===== config.mk =====
export PLATFORM = sky130hd
export DESIGN_NAME = smbcfg_slave
export DESIGN_NICKNAME = d
export VERILOG_FILES = /design/src/rtl/smbcfg_pkg.sv /design/src/rtl/smbcfg_sync.sv /design/src/rtl/smbcfg_regs.sv /design/src/rtl/smbcfg_link.sv /design/src/rtl/smbcfg_slave.sv
export SDC_FILE = /design/constraint.sdc
export NUM_CORES = 1
export LEC_CHECK = 0
export ABC_CLOCK_PERIOD_IN_PS = 2300
export BUFFER_PORTS_ARGS = -buffer_cell sky130_fd_sc_hd__buf_2
export CAP_MARGIN = 20
export CORE_MARGIN = 5
export CORE_UTILIZATION = 40
export DETAILED_ROUTE_END_ITERATION = 6
export GPL_ROUTABILITY_DRIVEN = 0
export PLACE_DENSITY = 0.54
export SYNTH_ARGS = -nofsm -noshare
export SYNTH_HDL_FRONTEND = slang
export SYNTH_SLANG_ARGS = --single-unit

===== constraint.sdc =====
create_clock -name clk -period 2.3 [get_ports clk]
set_input_delay 0.46 -clock clk [delete_from_list [all_inputs] [get_ports clk]]
set_output_delay 0.46 -clock clk [all_outputs]
set_load 0.01 [all_outputs]

===== src/rtl/smbcfg_pkg.sv =====
package smbcfg_pkg;
  localparam int DW      = 8;
  localparam int NREG    = 8;
  localparam int IDXW    = 8;
  localparam int CNTW    = 5;
  localparam int MW      = 4;
  localparam int NW      = 6;
  localparam logic [4:0]    ADDR_PREFIX = 5'b11011;
  localparam logic [DW-1:0] ID_VALUE    = 8'h01;

  localparam int REG_EN    = 0;
  localparam int REG_STRAP = 1;
  localparam int REG_ID    = 2;
  localparam int REG_DIV   = 5;
  localparam int REG_NDIV  = 6;
  localparam int REG_CNT   = 7;

  typedef enum logic [2:0] {L_IDLE, L_RX, L_RXACK, L_TX, L_TXACK, L_SKIP} link_st_t;
  typedef enum logic [1:0] {P_ADDR, P_INDEX, P_COUNT, P_DATA} phase_t;

  function automatic logic [DW-1:0] reg_default(input int i);
    case (i)
      REG_EN:   return 8'h03;
      REG_DIV:  return 8'h82;
      REG_NDIV: return 8'h0A;
      REG_CNT:  return 8'h07;
      default:  return 8'h00;
    endcase
  endfunction

  function automatic logic [DW-1:0] reg_wmask(input int i);
    case (i)
      REG_STRAP, REG_ID: return 8'h00;
      REG_CNT:           return 8'h1F;
      default:           return 8'hFF;
    endcase
  endfunction
endpackage


===== src/rtl/smbcfg_sync.sv =====
module smbcfg_sync #(
  parameter int WIDTH  = 2,
  parameter int STAGES = 2
) (
  input  logic             clk,
  input  logic             rst,
  input  logic [WIDTH-1:0] d_i,
  output logic [WIDTH-1:0] q_o,
  output logic [WIDTH-1:0] q_prev_o
);
  localparam int CW = WIDTH * (STAGES + 1);
  logic [CW-1:0] chain;

  always_ff @(posedge clk) begin
    if (rst) chain <= '1;
    else     chain <= {chain[CW-WIDTH-1:0], d_i};
  end

  assign q_o      = chain[WIDTH*(STAGES-1) +: WIDTH];
  assign q_prev_o = chain[WIDTH*STAGES +: WIDTH];
endmodule


===== src/rtl/smbcfg_regs.sv =====
module smbcfg_regs
  import smbcfg_pkg::*;
(
  input  logic               clk,
  input  logic               rst,
  input  logic [1:0]         strap_i,
  input  logic               wr_en_i,
  input  logic [IDXW-1:0]    wr_idx_i,
  input  logic [DW-1:0]      wr_data_i,
  input  logic [IDXW-1:0]    rd_idx_i,
  output logic [DW-1:0]      rd_data_o,
  output logic [NREG*DW-1:0] regs_o
);
  for (genvar i = 0; i < NREG; i++) begin : g_reg
    if (i == REG_STRAP) begin : g_strap
      assign regs_o[i*DW +: DW] = {1'b0, strap_i, 5'b0};
    end else if (i == REG_ID) begin : g_id
      assign regs_o[i*DW +: DW] = ID_VALUE;
    end else begin : g_rw
      localparam logic [DW-1:0] MASK = reg_wmask(i);
      logic [DW-1:0] q;
      always_ff @(posedge clk) begin
        if (rst)
          q <= reg_default(i);
        else if (wr_en_i && wr_idx_i == IDXW'(i))
          q <= (q & ~MASK) | (wr_data_i & MASK);
      end
      assign regs_o[i*DW +: DW] = q;
    end
  end

  always_comb begin
    rd_data_o = '0;
    for (int k = 0; k < NREG; k++)
      if (rd_idx_i == IDXW'(k)) rd_data_o = regs_o[k*DW +: DW];
  end
endmodule


===== src/rtl/smbcfg_link.sv =====
module smbcfg_link
  import smbcfg_pkg::*;
(
  input  logic            clk,
  input  logic            rst,
  input  logic            scl_s,
  input  logic            scl_p,
  input  logic            sda_s,
  input  logic            sda_p,
  input  logic [1:0]      strap_i,
  input  logic [DW-1:0]   rd_data_i,
  input  logic [CNTW-1:0] cnt_i,
  output logic [IDXW-1:0] idx_o,
  output logic            wr_en_o,
  output logic [IDXW-1:0] wr_idx_o,
  output logic [DW-1:0]   wr_data_o,
  output logic            pull_o,
  output logic            idle_o,
  output logic            skip_o
);
  link_st_t        st;
  phase_t          ph;
  logic [DW-1:0]   sh;
  logic [3:0]      bitc;
  logic [IDXW-1:0] idx;
  logic            idx_ok, rd_mode, mack;
  logic [DW-1:0]   wrem;
  logic [CNTW-1:0] rrem;

  logic scl_rise, scl_fall, start_det, stop_det, addr_hit;
  logic [DW-1:0] cnt_byte;

  assign scl_rise  = scl_s & ~scl_p;
  assign scl_fall  = ~scl_s & scl_p;
  assign start_det = scl_s & scl_p & sda_p & ~sda_s;
  assign stop_det  = scl_s & scl_p & ~sda_p & sda_s;
  assign addr_hit  = (sh[DW-1:1] == {ADDR_PREFIX, strap_i});
  assign cnt_byte  = DW'(cnt_i);

  always_ff @(posedge clk) begin
    wr_en_o <= 1'b0;
    if (rst) begin
      st <= L_IDLE; ph <= P_ADDR; sh <= '0; bitc <= '0; idx <= '0;
      idx_ok <= 1'b0; rd_mode <= 1'b0; mack <= 1'b0; wrem <= '0; rrem <= '0;
      pull_o <= 1'b0; wr_idx_o <= '0; wr_data_o <= '0;
    end else if (start_det) begin
      st <= L_RX; ph <= P_ADDR; bitc <= '0; pull_o <= 1'b0; rd_mode <= 1'b0;
    end else if (stop_det) begin
      st <= L_IDLE; pull_o <= 1'b0; idx_ok <= 1'b0;
    end else begin
      unique case (st)
        L_RX: begin
          if (scl_rise) begin
            sh   <= {sh[DW-2:0], sda_s};
            bitc <= bitc + 4'd1;
          end else if (scl_fall && bitc == 4'(DW)) begin
            bitc   <= '0;
            st     <= L_SKIP;
            pull_o <= 1'b0;
            unique case (ph)
              P_ADDR: if (addr_hit && (!sh[0] || idx_ok)) begin
                st <= L_RXACK; pull_o <= 1'b1; rd_mode <= sh[0]; ph <= P_INDEX;
              end
              P_INDEX: begin
                idx <= sh; idx_ok <= 1'b1; ph <= P_COUNT;
                st <= L_RXACK; pull_o <= 1'b1;
              end
              P_COUNT: begin
                wrem <= sh; ph <= P_DATA;
                st <= L_RXACK; pull_o <= 1'b1;
              end
              P_DATA: if (wrem != '0) begin
                wr_en_o <= 1'b1; wr_idx_o <= idx; wr_data_o <= sh;
                idx <= idx + 1'b1; wrem <= wrem - 1'b1;
                st <= L_RXACK; pull_o <= 1'b1;
              end
              default: ;
            endcase
          end
        end
        L_RXACK: if (scl_fall) begin
          bitc <= '0;
          if (rd_mode) begin
            st <= L_TX; sh <= cnt_byte; rrem <= cnt_i; pull_o <= ~cnt_byte[DW-1];
          end else begin
            st <= L_RX; pull_o <= 1'b0;
          end
        end
        L_TX: if (scl_fall) begin
          if (bitc == 4'(DW-1)) begin
            st <= L_TXACK; pull_o <= 1'b0;
          end else begin
            sh <= {sh[DW-2:0], 1'b0}; pull_o <= ~sh[DW-2]; bitc <= bitc + 4'd1;
          end
        end
        L_TXACK: begin
          if (scl_rise) mack <= ~sda_s;
          else if (scl_fall) begin
            if (mack && rrem != '0) begin
              sh <= rd_data_i; pull_o <= ~rd_data_i[DW-1];
              idx <= idx + 1'b1; rrem <= rrem - 1'b1; bitc <= '0; st <= L_TX;
            end else begin
              st <= L_SKIP; pull_o <= 1'b0;
            end
          end
        end
        default: ;
      endcase
    end
  end

  assign idx_o  = idx;
  assign idle_o = (st == L_IDLE);
  assign skip_o = (st == L_SKIP);
endmodule


===== src/rtl/smbcfg_slave.sv =====
module smbcfg_slave
  import smbcfg_pkg::*;
#(
  parameter int NUM_OUT = 2
) (
  input  logic               clk,
  input  logic               rst,
  input  logic               scl_i,
  input  logic               sda_i,
  output logic               sda_pull_o,
  input  logic               strap_hi_i,
  input  logic               strap_lo_i,
  input  logic               oe_pin_i,
  output logic [NUM_OUT-1:0] reg_en_o,
  output logic [NUM_OUT-1:0] out_en_o,
  output logic               post_div4_o,
  output logic [MW-1:0]      m_code_o,
  output logic [NW-1:0]      n_code_o
);
  logic [1:0] line_s, line_p;
  logic [IDXW-1:0] rd_idx, wr_idx;
  logic [DW-1:0] rd_data, wr_data;
  logic wr_en, link_idle, link_skip;
  logic [NREG*DW-1:0] regs;
  logic [DW-1:0] r_en, r_div, r_ndiv, r_cnt;

  smbcfg_sync #(.WIDTH(2), .STAGES(2)) u_sync (
    .clk(clk), .rst(rst), .d_i({scl_i, sda_i}), .q_o(line_s), .q_prev_o(line_p)
  );

  smbcfg_link u_link (
    .clk(clk), .rst(rst),
    .scl_s(line_s[1]), .scl_p(line_p[1]), .sda_s(line_s[0]), .sda_p(line_p[0]),
    .strap_i({strap_hi_i, strap_lo_i}), .rd_data_i(rd_data), .cnt_i(r_cnt[CNTW-1:0]),
    .idx_o(rd_idx), .wr_en_o(wr_en), .wr_idx_o(wr_idx), .wr_data_o(wr_data),
    .pull_o(sda_pull_o), .idle_o(link_idle), .skip_o(link_skip)
  );

  smbcfg_regs u_regs (
    .clk(clk), .rst(rst), .strap_i({strap_hi_i, strap_lo_i}),
    .wr_en_i(wr_en), .wr_idx_i(wr_idx), .wr_data_i(wr_data),
    .rd_idx_i(rd_idx), .rd_data_o(rd_data), .regs_o(regs)
  );

  assign r_en   = regs[REG_EN*DW +: DW];
  assign r_div  = regs[REG_DIV*DW +: DW];
  assign r_ndiv = regs[REG_NDIV*DW +: DW];
  assign r_cnt  = regs[REG_CNT*DW +: DW];

  assign reg_en_o    = r_en[NUM_OUT-1:0];
  assign post_div4_o = r_div[DW-1];
  assign m_code_o    = r_div[MW-1:0];
  assign n_code_o    = r_ndiv[NW-1:0];

  for (genvar g = 0; g < NUM_OUT; g++) begin : g_oe
    always_ff @(posedge clk) begin
      if (rst) out_en_o[g] <= 1'b0;
      else     out_en_o[g] <= oe_pin_i & r_en[g];
    end
  end

  logic unused_bits;
  assign unused_bits = ^{r_en[DW-1:NUM_OUT], r_div[DW-2:MW], r_ndiv[DW-1:NW],
                         r_cnt[DW-1:CNTW], regs[3*DW +: 2*DW], regs[REG_STRAP*DW +: 2*DW],
                         link_idle, link_skip};
endmodule


==> results of run 1 <==
[cells by family (layout without fill, tap and decap cells)]
| logic type | Yosys count | count (layout) | share of synthesized area, % |
|---|---|---|---|
| and+or+nand+nor | 274 | 274 | 24.1 |
| AOI/OAI and AO/OA | 181 | 181 | 20.6 |
| DFF | 112 | 112 | 36.7 |
| buffers and inverters | 85 | 127 | 6.54 |
| muxes | 50 | 50 | 8.22 |
| adders and majority gates | 15 | 15 | 3.08 |
| xor gates and xnor gates | 5 | 5 | 0.718 |
[worst max-delay path, cell delays in order (launching register included)]
cell	delay [ns]
dfxtp_1	0.34
buf_4	0.21
or3b_4	0.47
nor3b_4	0.30
buf_4	0.20
a32o_1	0.15
buf_4	0.15
o21ai_0	0.13
a31oi_1	0.19
[sequential cells by signal, indices dropped and copies added, names as in the netlist]
name and cells:
u_link.sh 8, u_regs.g.g_rw.q 45, out_en_o 2, u_link.rrem 5
u_link.ph 2, u_link.st 3, u_link.wr_en_o 1, u_link.mack 1
u_link.rd_mode 1, u_link.idx_ok 1, u_link.pull_o 1, u_link.wr_data_o 8
u_link.idx_o 8, u_link.wrem 8, u_link.bitc 4, u_sync.chain 6
u_link.wr_idx_o 8
[final timing paths]
check	startpoint	cells past startpoint	slack [ns]	to
hold reg to reg	u_sync.chain[0]	1	0.42	u_sync.chain[2]
hold / removal	scl_i	2	0.27	u_sync.chain[1]
setup reg to reg	u_link.st[2]	8	0.06	u_link.sh[4]
setup / recovery	u_link.st[2]	8	0.06	u_link.sh[4]
[per-stage QoR]
step	instances	setup WS (ns)
floorplan	722	0.294
global placement	933	0.00179
detailed placement	933	-0.0247
CTS	949	0.00906
global route	952	-0.0407
finish	952	0.0615
[synth_stat cells (5+ instances only)]
| cell type | instances | area share, % |
|---|---|---|
| dfxtp_1 | 112 | 37 |
| nor2_1 | 74 | 4.6 |
| a21oi_1 | 54 | 4.4 |
| nand2_1 | 53 | 3.3 |
| mux2i_1 | 49 | 8.0 |
| clkbuf_1 | 36 | 2.2 |
| inv_1 | 26 | 1.6 |
| nand3_1 | 26 | 2.1 |
| nor2b_1 | 26 | 2.7 |
| o21ai_0 | 22 | 1.8 |
| ha_1 | 15 | 3.1 |
| nor3_1 | 14 | 1.1 |
| buf_4 | 13 | 1.6 |
| o211ai_1 | 11 | 1.4 |
| a211oi_1 | 9 | 1.1 |
| nand2b_1 | 9 | 0.92 |
| nor3b_1 | 9 | 1.1 |
| a21o_1 | 8 | 0.98 |
| or2_2 | 8 | 0.82 |
| a211o_1 | 7 | 1.0 |
| and3_1 | 7 | 0.72 |
| buf_2 | 7 | 0.57 |
| a31oi_1 | 6 | 0.62 |
| nand3b_1 | 6 | 0.74 |
| o21ai_1 | 6 | 0.49 |
| and2_1 | 5 | 0.51 |
| nor4_1 | 5 | 0.51 |
| o31ai_1 | 5 | 0.62 |
[timing repair]
action | in CTS | in global routing
setup endpoints to repair | 18 | 12
pin swaps | 1 | 2
resized for setup | 2 | 11
buffers inserted | 0 | 3
hold buffers | 0 | 0
[area by class of cell]
type,count,area [um^2]
Sequential cell,112,2240
Fill cell,1480,8110
Timing Repair Buffer,85,596
Clock buffer,9,225
Clock inverter,7,75.1
Inverter,26,97.6
Tap cell,188,235
Multi-Input combinational cell,525,3510
[layer usage]
layer,global-route usage (%),vias to the layer above,share of wire (%),routed length (um)
met4,6.86,0,2.0,343
met1,26.8,2600,47,8110
li1,-,2658,-,-
met5,0,-,0,0
met3,3.40,29,4.5,775
met2,31.9,132,47,8140
[power groups by stage]
| stage | clock (mW) | combinational [mW] | sequential (mW) |
|---|---|---|---|
| detailed placement | 0 | 0.210 | 2.02 |
| floorplan | 0 | 0.130 | 2.02 |
| CTS | 1.66 | 0.210 | 1.97 |
| finish | 1.62 | 0.215 | 1.97 |
| global placement | 0 | 0.206 | 2.02 |
| global route | 1.74 | 0.236 | 1.98 |
==> results.json, run 1 <==
{
  "status": "completed",
  "synthCells": 722,
  "final-max-slew-violation-count": 0,
  "die_h_um": 134,
  "dp_hpwl_um": 12500,
  "grt_max_degree": 95,
  "ys_types": 79,
  "area_delta_synth_final_pct": 14.4,
  "route.detailed.drc": 0,
  "ys_seq_area_share_pct": 36.7,
  "htreeDepth": 3,
  "ys_ff_latch": 112,
  "vias_per_cell": 5.69,
  "drt-initial-drc-count": 439,
  "pwr-share-clk_pct": 42.5,
  "swShare_pct": 26.1,
  "p_comb_share_pct": 5.6,
  "setup_violations": 0,
  "skew_ns": 0.00999,
  "design_area_um2": 6980,
  "crit_type": "reg -> reg",
  "path_max_fanout": 14,
  "start_util_pct": 40.4,
  "synth_ff_type": "dfxtp_1",
  "num_antenna_cells": 0,
  "core_area_um2": 15100,
  "cts_made_buffers": 9,
  "die_w_um": 134,
  "mostFrequentLayoutCells": "dfxtp_1 (110), nor2_1 (74), buf_4 (62)",
  "p_leak_nw": 2.66,
  "drive_above_1_share_pct": 17.7,
  "ios": 23,
  "antenna_found_initial": 0,
  "fin_crit_sh_pct": 97.3,
  "grt_pass1_vias": 5224,
  "routed_wl_um": 17400,
  "rows": 45,
  "nNetsFinal": 781,
  "tightest_slew_ns": 0.720,
  "via_count": 5419,
  "portBuffers": 22,
  "ir_worst_vdd_uv": 341,
  "final_common_cell": "dfxtp_1",
  "root_buffer": "clkbuf_16",
  "antenna_violating_nets_post_route": 0,
  "power_mw": 3.81,
  "yosysWarnings": 0,
  "cp.arrival_ns": 2.53,
  "cts_tree": "yes",
  "rsz0062_at_grt": "true",
  "crit_required_ns": 2.59,
  "grt_first_pass_wirelength_um": 28300,
  "clock-sinks": 112,
  "seqPwrFrac_pct": 51.8,
  "drtPass1Iterations": 5,
  "track_usage_pct": 19.8,
  "detail_route.wl_per_cell_um": 18.2,
  "clkTransAtPathRegs_ns": 0.08,
  "max_freq_ghz": 0.447,
  "syn_avg_cell_area_um2": 8.45,
  "synth_edf_count": 0,
  "utilization_pct": 46.3,
  "async_reset_ff_share_pct": 0,
  "cts_buffer_depth": 2,
  "p_int_mw": 2.81,
  "max-cap-violations": 0,
  "finalHoldViolCount": 0,
  "hold_path.class": "in -> reg",
  "dieArea_um2": 17800,
  "p_switching_mw": 0.994,
  "final.setup.tns_ns": 0,
  "fin_crit_ns": 2.24,
  "hold_ws_ns": 0.265,
  "cellPowerDensity_nw_per_um2": 545,
  "synth_nets": 744,
  "slew_headroom_pct": 51.5,
  "synth_area_um2": 6100,
  "place_area_um2": 6610,
  "start_kind": "flip-flop",
  "overflow": 0,
  "critPathCaptureType": "flip-flop",
  "clk_latency_ns": 0.37
}
No activity file was read; power rests on OpenSTA's default activity.
==> run 2, diff against run 1 <==
CORE_UTILIZATION = 50   (was 40)
PLACE_DENSITY = 0.65   (was 0.54)
==> results.json, run 2 (same netlist as run 1, synthesis figures left out) <==
{
  "track_usage_pct": 23.0,
  "start_kind": "flip-flop",
  "place_area_um2": 6450,
  "design_area_um2": 6780,
  "detail_route.wl_per_cell_um": 18.2,
  "root_buffer": "clkbuf_16",
  "dp_hpwl_um": 11800,
  "vias_per_cell": 5.94,
  "crit_chain": "inv_1, ha_2, buf_4, a2111oi_1, nor4_1, o21ai_0, a31oi_1",
  "hold_path.class": "in -> reg",
  "routed_wl_um": 16300,
  "overflow": 0,
  "htreeDepth": 3,
  "stdcell_count": 897,
  "cts_made_buffers": 9,
  "start_util_pct": 50.8,
  "cts_hold_buf": 0,
  "grt_max_degree": 46,
  "tightest_slew_ns": 0.656,
  "grt_pass1_vias": 5155,
  "max_freq_ghz": 0.452,
  "max_flop_register": "u_regs.g.g_rw.q",
  "skew_ns": 0.00618,
  "num_antenna_cells": 0,
  "ios": 23,
  "clock-sinks": 112,
  "cts_tree": "yes",
  "largest_register_ffs": 45,
  "via_count": 5330,
  "fin_crit_ns": 2.21,
  "grt_first_pass_wirelength_um": 26800,
  "place_inst": 879,
  "drt-initial-drc-count": 457,
  "slew_headroom_pct": 55.8,
  "max_stage_delay_ns": 0.53,
  "dieArea_um2": 14500,
  "drive_above_1_share_pct": 15.3,
  "status": "completed",
  "die_h_um": 120,
  "ir_worst_vdd_uv": 439,
  "final_common_cell": "dfxtp_1",
  "crit_type": "reg -> reg",
  "setup_violations": 0,
  "crit_slowest_cell": "a2111oi_1",
  "path_max_fanout": 12,
  "route.detailed.drc": 0,
  "area_delta_synth_final_pct": 11.0,
  "cp.arrival_ns": 2.44,
  "drtPass1Iterations": 5,
  "cts_buffer_depth": 2,
  "rsz0062_at_grt": "false",
  "antenna_violating_nets_post_route": 0,
  "critPathCaptureType": "flip-flop",
  "portBuffers": 22,
  "final-max-slew-violation-count": 0,
  "core_area_um2": 12000,
  "fin_crit_sh_pct": 96.1,
  "clkTransAtPathRegs_ns": 0.07,
  "mostFrequentLayoutCells": "dfxtp_1 (111), nor2_1 (74), a21oi_1 (54)",
  "cellPowerDensity_nw_per_um2": 534,
  "crit_required_ns": 2.53,
  "antenna_found_initial": 0,
  "p_leak_nw": 2.56,
  "rows": 40,
  "clk_latency_ns": 0.35,
  "max-cap-violations": 0,
  "nNetsFinal": 769,
  "finalHoldViolCount": 0,
  "die_w_um": 120
}
run 2: changes by cell type in the layout (fill, tap and decap cells not counted), sizes merged:
cell	delta
clkbuf	+1
inv	-3
buf	-12
run 2: what timing repair did:
item | 4_1_cts | 5_1_grt
endpoints found under the setup margin | 9 | 8
pin swaps | 0 | 3
hold endpoints to repair | 0 | 0
resized for setup | 3 | 5
setup buffers | 0 | 4
run 2: final timing paths:
path,start,to,slack [ns],cells past startpoint
min,scl_i,u_sync.chain[1],0.28,2
min reg2reg,u_sync.chain[1],u_sync.chain[3],0.41,1
max reg2reg,u_link.idx_o[1],u_link.sh[4],0.09,7
max,u_link.idx_o[1],u_link.sh[4],0.09,7
run 2: power breakdown:
group,total (mW),switching [mW],internal (mW)
Combinational,0.197,0.123,0.0737
Sequential,1.98,0.0220,1.96
Clock,1.44,0.710,0.731
run 2: area by class of cell:
| type | count | area [um^2] |
|---|---|---|
| clock buffer | 10 | 229 |
| clock inverter | 4 | 32.5 |
| fill | 1100 | 5240 |
| inverter | 26 | 97.6 |
| multi-input combinational | 525 | 3500 |
| sequential | 112 | 2240 |
| tap | 147 | 184 |
| timing repair buffer | 73 | 493 |
run 2: worst max-delay path, delay by kind of cell, from the launching register on:
family | cells | cell delay, ns
AO/OA/AOI/OAI | 3 | 0.98
flip-flops | 1 | 0.42
buffers and inverters | 2 | 0.30
adder cells (fa/ha/maj) | 1 | 0.27
AND/OR/NAND/NOR | 1 | 0.12
run 2: per-stage QoR:
stage	setup WS, ns	hold slack (ns)	power, mW	utilization (%)	TNS, ns
global placement	-0.0493	0.391	2.21	53.7	-0.0493
CTS	0.0495	0.274	3.66	55.9	0
floorplan	0.294	0.389	2.15	-	0
detailed placement	-0.0839	0.392	2.21	53.7	-0.105
global route	0.000345	0.283	3.76	56.4	0
finish	0.0896	0.285	3.62	56.4	0
run 2: routing by layer:
metal	vias to the layer above	wire length, um	GRT usage (%)
li1	2627	-	-
met1	2549	7590	31.0
met2	130	7670	37.0
met3	24	697	4.54
met4	0	357	7.51
met5	-	0	0
==> run 3, diff against run 2 <==
BUFFER_PORTS_ARGS = unset   (was -buffer_cell sky130_fd_sc_hd__buf_2)
DONT_BUFFER_PORTS = 1   (was unset)
PLACE_DENSITY = 0.63   (was 0.65)
==> results.json, run 3 (same netlist as run 1, synthesis figures left out) <==
{
  "reg2reg_to": "u_link.bitc[3]",
  "cp.arrival_ns": 2.50,
  "place_inst": 854,
  "track_usage_pct": 23.1,
  "clk_latency_ns": 0.36,
  "route.detailed.drc": 0,
  "clkTransAtPathRegs_ns": 0.07,
  "die_w_um": 120,
  "path_max_fanout": 5,
  "max_stage_delay_ns": 0.54,
  "crit_chain": "ha_1, and3b_1, and3_1, o41a_1, or4_1, a21oi_1",
  "routed_wl_um": 16100,
  "drt-initial-drc-count": 413,
  "rsz0062_at_grt": "false",
  "detail_route.wl_per_cell_um": 18.5,
  "hold_path.class": "in -> reg",
  "largest_register_ffs": 45,
  "core_area_um2": 12000,
  "critPathCaptureType": "flip-flop",
  "slew_headroom_pct": 55.4,
  "skew_ns": 0.00638,
  "root_buffer": "clkbuf_16",
  "area_delta_synth_final_pct": 9.41,
  "crit_type": "reg -> reg",
  "ff2ff_setup_slack_ns": 0.09,
  "die_h_um": 120,
  "dieArea_um2": 14500,
  "setup_violations": 0,
  "reg2reg_depth": 6,
  "grt_pass1_vias": 5144,
  "vias_per_cell": 6.07,
  "stdcell_count": 870,
  "via_count": 5284,
  "rows": 40,
  "p_leak_nw": 2.49,
  "clock-sinks": 112,
  "cts_tree": "yes",
  "overflow": 0,
  "grt_first_pass_wirelength_um": 26800,
  "max_flop_register": "u_regs.g.g_rw.q",
  "fill_cells": 1105,
  "start_kind": "flip-flop",
  "final_common_cell": "dfxtp_1",
  "finalHoldViolCount": 0,
  "crit_slowest_cell": "or4_1",
  "ios": 23,
  "cts_buffer_depth": 2,
  "nNetsFinal": 740,
  "status": "completed",
  "tightest_slew_ns": 0.664,
  "fin_crit_ns": 2.21,
  "postCtsSetupRepairBufs": 0,
  "drtPass1Iterations": 5,
  "final-max-slew-violation-count": 0,
  "cts_made_buffers": 9,
  "antenna_violating_nets_post_route": 0,
  "dp_hpwl_um": 11700,
  "ir_worst_vdd_uv": 433,
  "mostFrequentLayoutCells": "dfxtp_1 (111), nor2_1 (74), a21oi_1 (54)",
  "cellPowerDensity_nw_per_um2": 571,
  "fin_crit_sh_pct": 95.9,
  "portBuffers": 0,
  "htreeDepth": 3,
  "cts_hold_buf": 0,
  "max-cap-violations": 0,
  "start_util_pct": 50.8,
  "final.setup.tns_ns": 0,
  "post_cts_resized": 0,
  "max_freq_ghz": 0.453,
  "grt_max_degree": 96,
  "worstHoldPathCells": 1,
  "antenna_found_initial": 0,
  "holdPathEnd": "u_link.mack",
  "worstHoldStart": "rst",
  "drive_above_1_share_pct": 12.6,
  "r2r_start": "u_link.bitc[0]",
  "num_antenna_cells": 0,
  "crit_required_ns": 2.59
}
-- run 3: how the worst max path moves through the flow --
stage,endpoint,depth (start not counted),start,slack (ns)
after floorplan,u_link.bitc[3],6,u_link.bitc[0],0.29
after global placement,u_link.sh[2],8,u_link.idx_o[1],0.04
after detailed placement,u_link.sh[2],8,u_link.idx_o[1],0.03
after CTS,u_link.sh[1],8,u_link.idx_o[1],0.003
after global routing,u_link.sh[1],8,u_link.idx_o[1],0.02
final,u_link.bitc[3],6,u_link.bitc[0],0.09
-- run 3: through the flow --
stage	hold WS [ns]	instance area, um^2	worst slack (ns)	total power, mW	utilization, %
3_3_place_gp	0.391	6330	0.0430	2.18	52.7
5_1_grt	0.158	6680	0.0250	3.95	55.6
6_report	0.178	6680	0.0946	3.81	55.6
2_1_floorplan	0.389	6100	0.294	2.15	-
4_1_cts	0.151	6650	0.00299	3.85	55.4
3_5_place_dp	0.398	6330	0.0270	2.18	52.7
-- run 3: per-layer routing --
layer  up-vias  wire (um)  GRT usage, %
met4         0        450          9.49
met1      2532       7230          29.5
met3        37       1010          5.43
met2       150       7400          37.5
li1       2565          -             -
met5         -          0             0
-- run 3: where the power goes --
part	switching [mW]	total, mW	internal [mW]
Combinational	0.0909	0.155	0.0642
Clock	0.797	1.68	0.880
Sequential	0.0266	1.98	1.96
Total	0.914	3.81	2.90
-- run 3: critical path: cells and delay by family (launching register included) --
kind | cells | cell delay [ns]
adders and majority gates | 1 | 0.22
DFF | 1 | 0.34
AOI/OAI and AO/OA | 2 | 0.60
and+or+nand+nor | 3 | 0.97
-- run 3: final cells by class --
class	count	area, um^2	share of cell area [%]
flip-flops and latches	112	2240	33.6
repair buffers	44	343	5.13
well taps	147	184	2.75
clock buffers	9	225	3.37
multi-input cells	525	3490	52.2
inverters	26	97.6	1.46
clock inverters	7	95.1	1.42
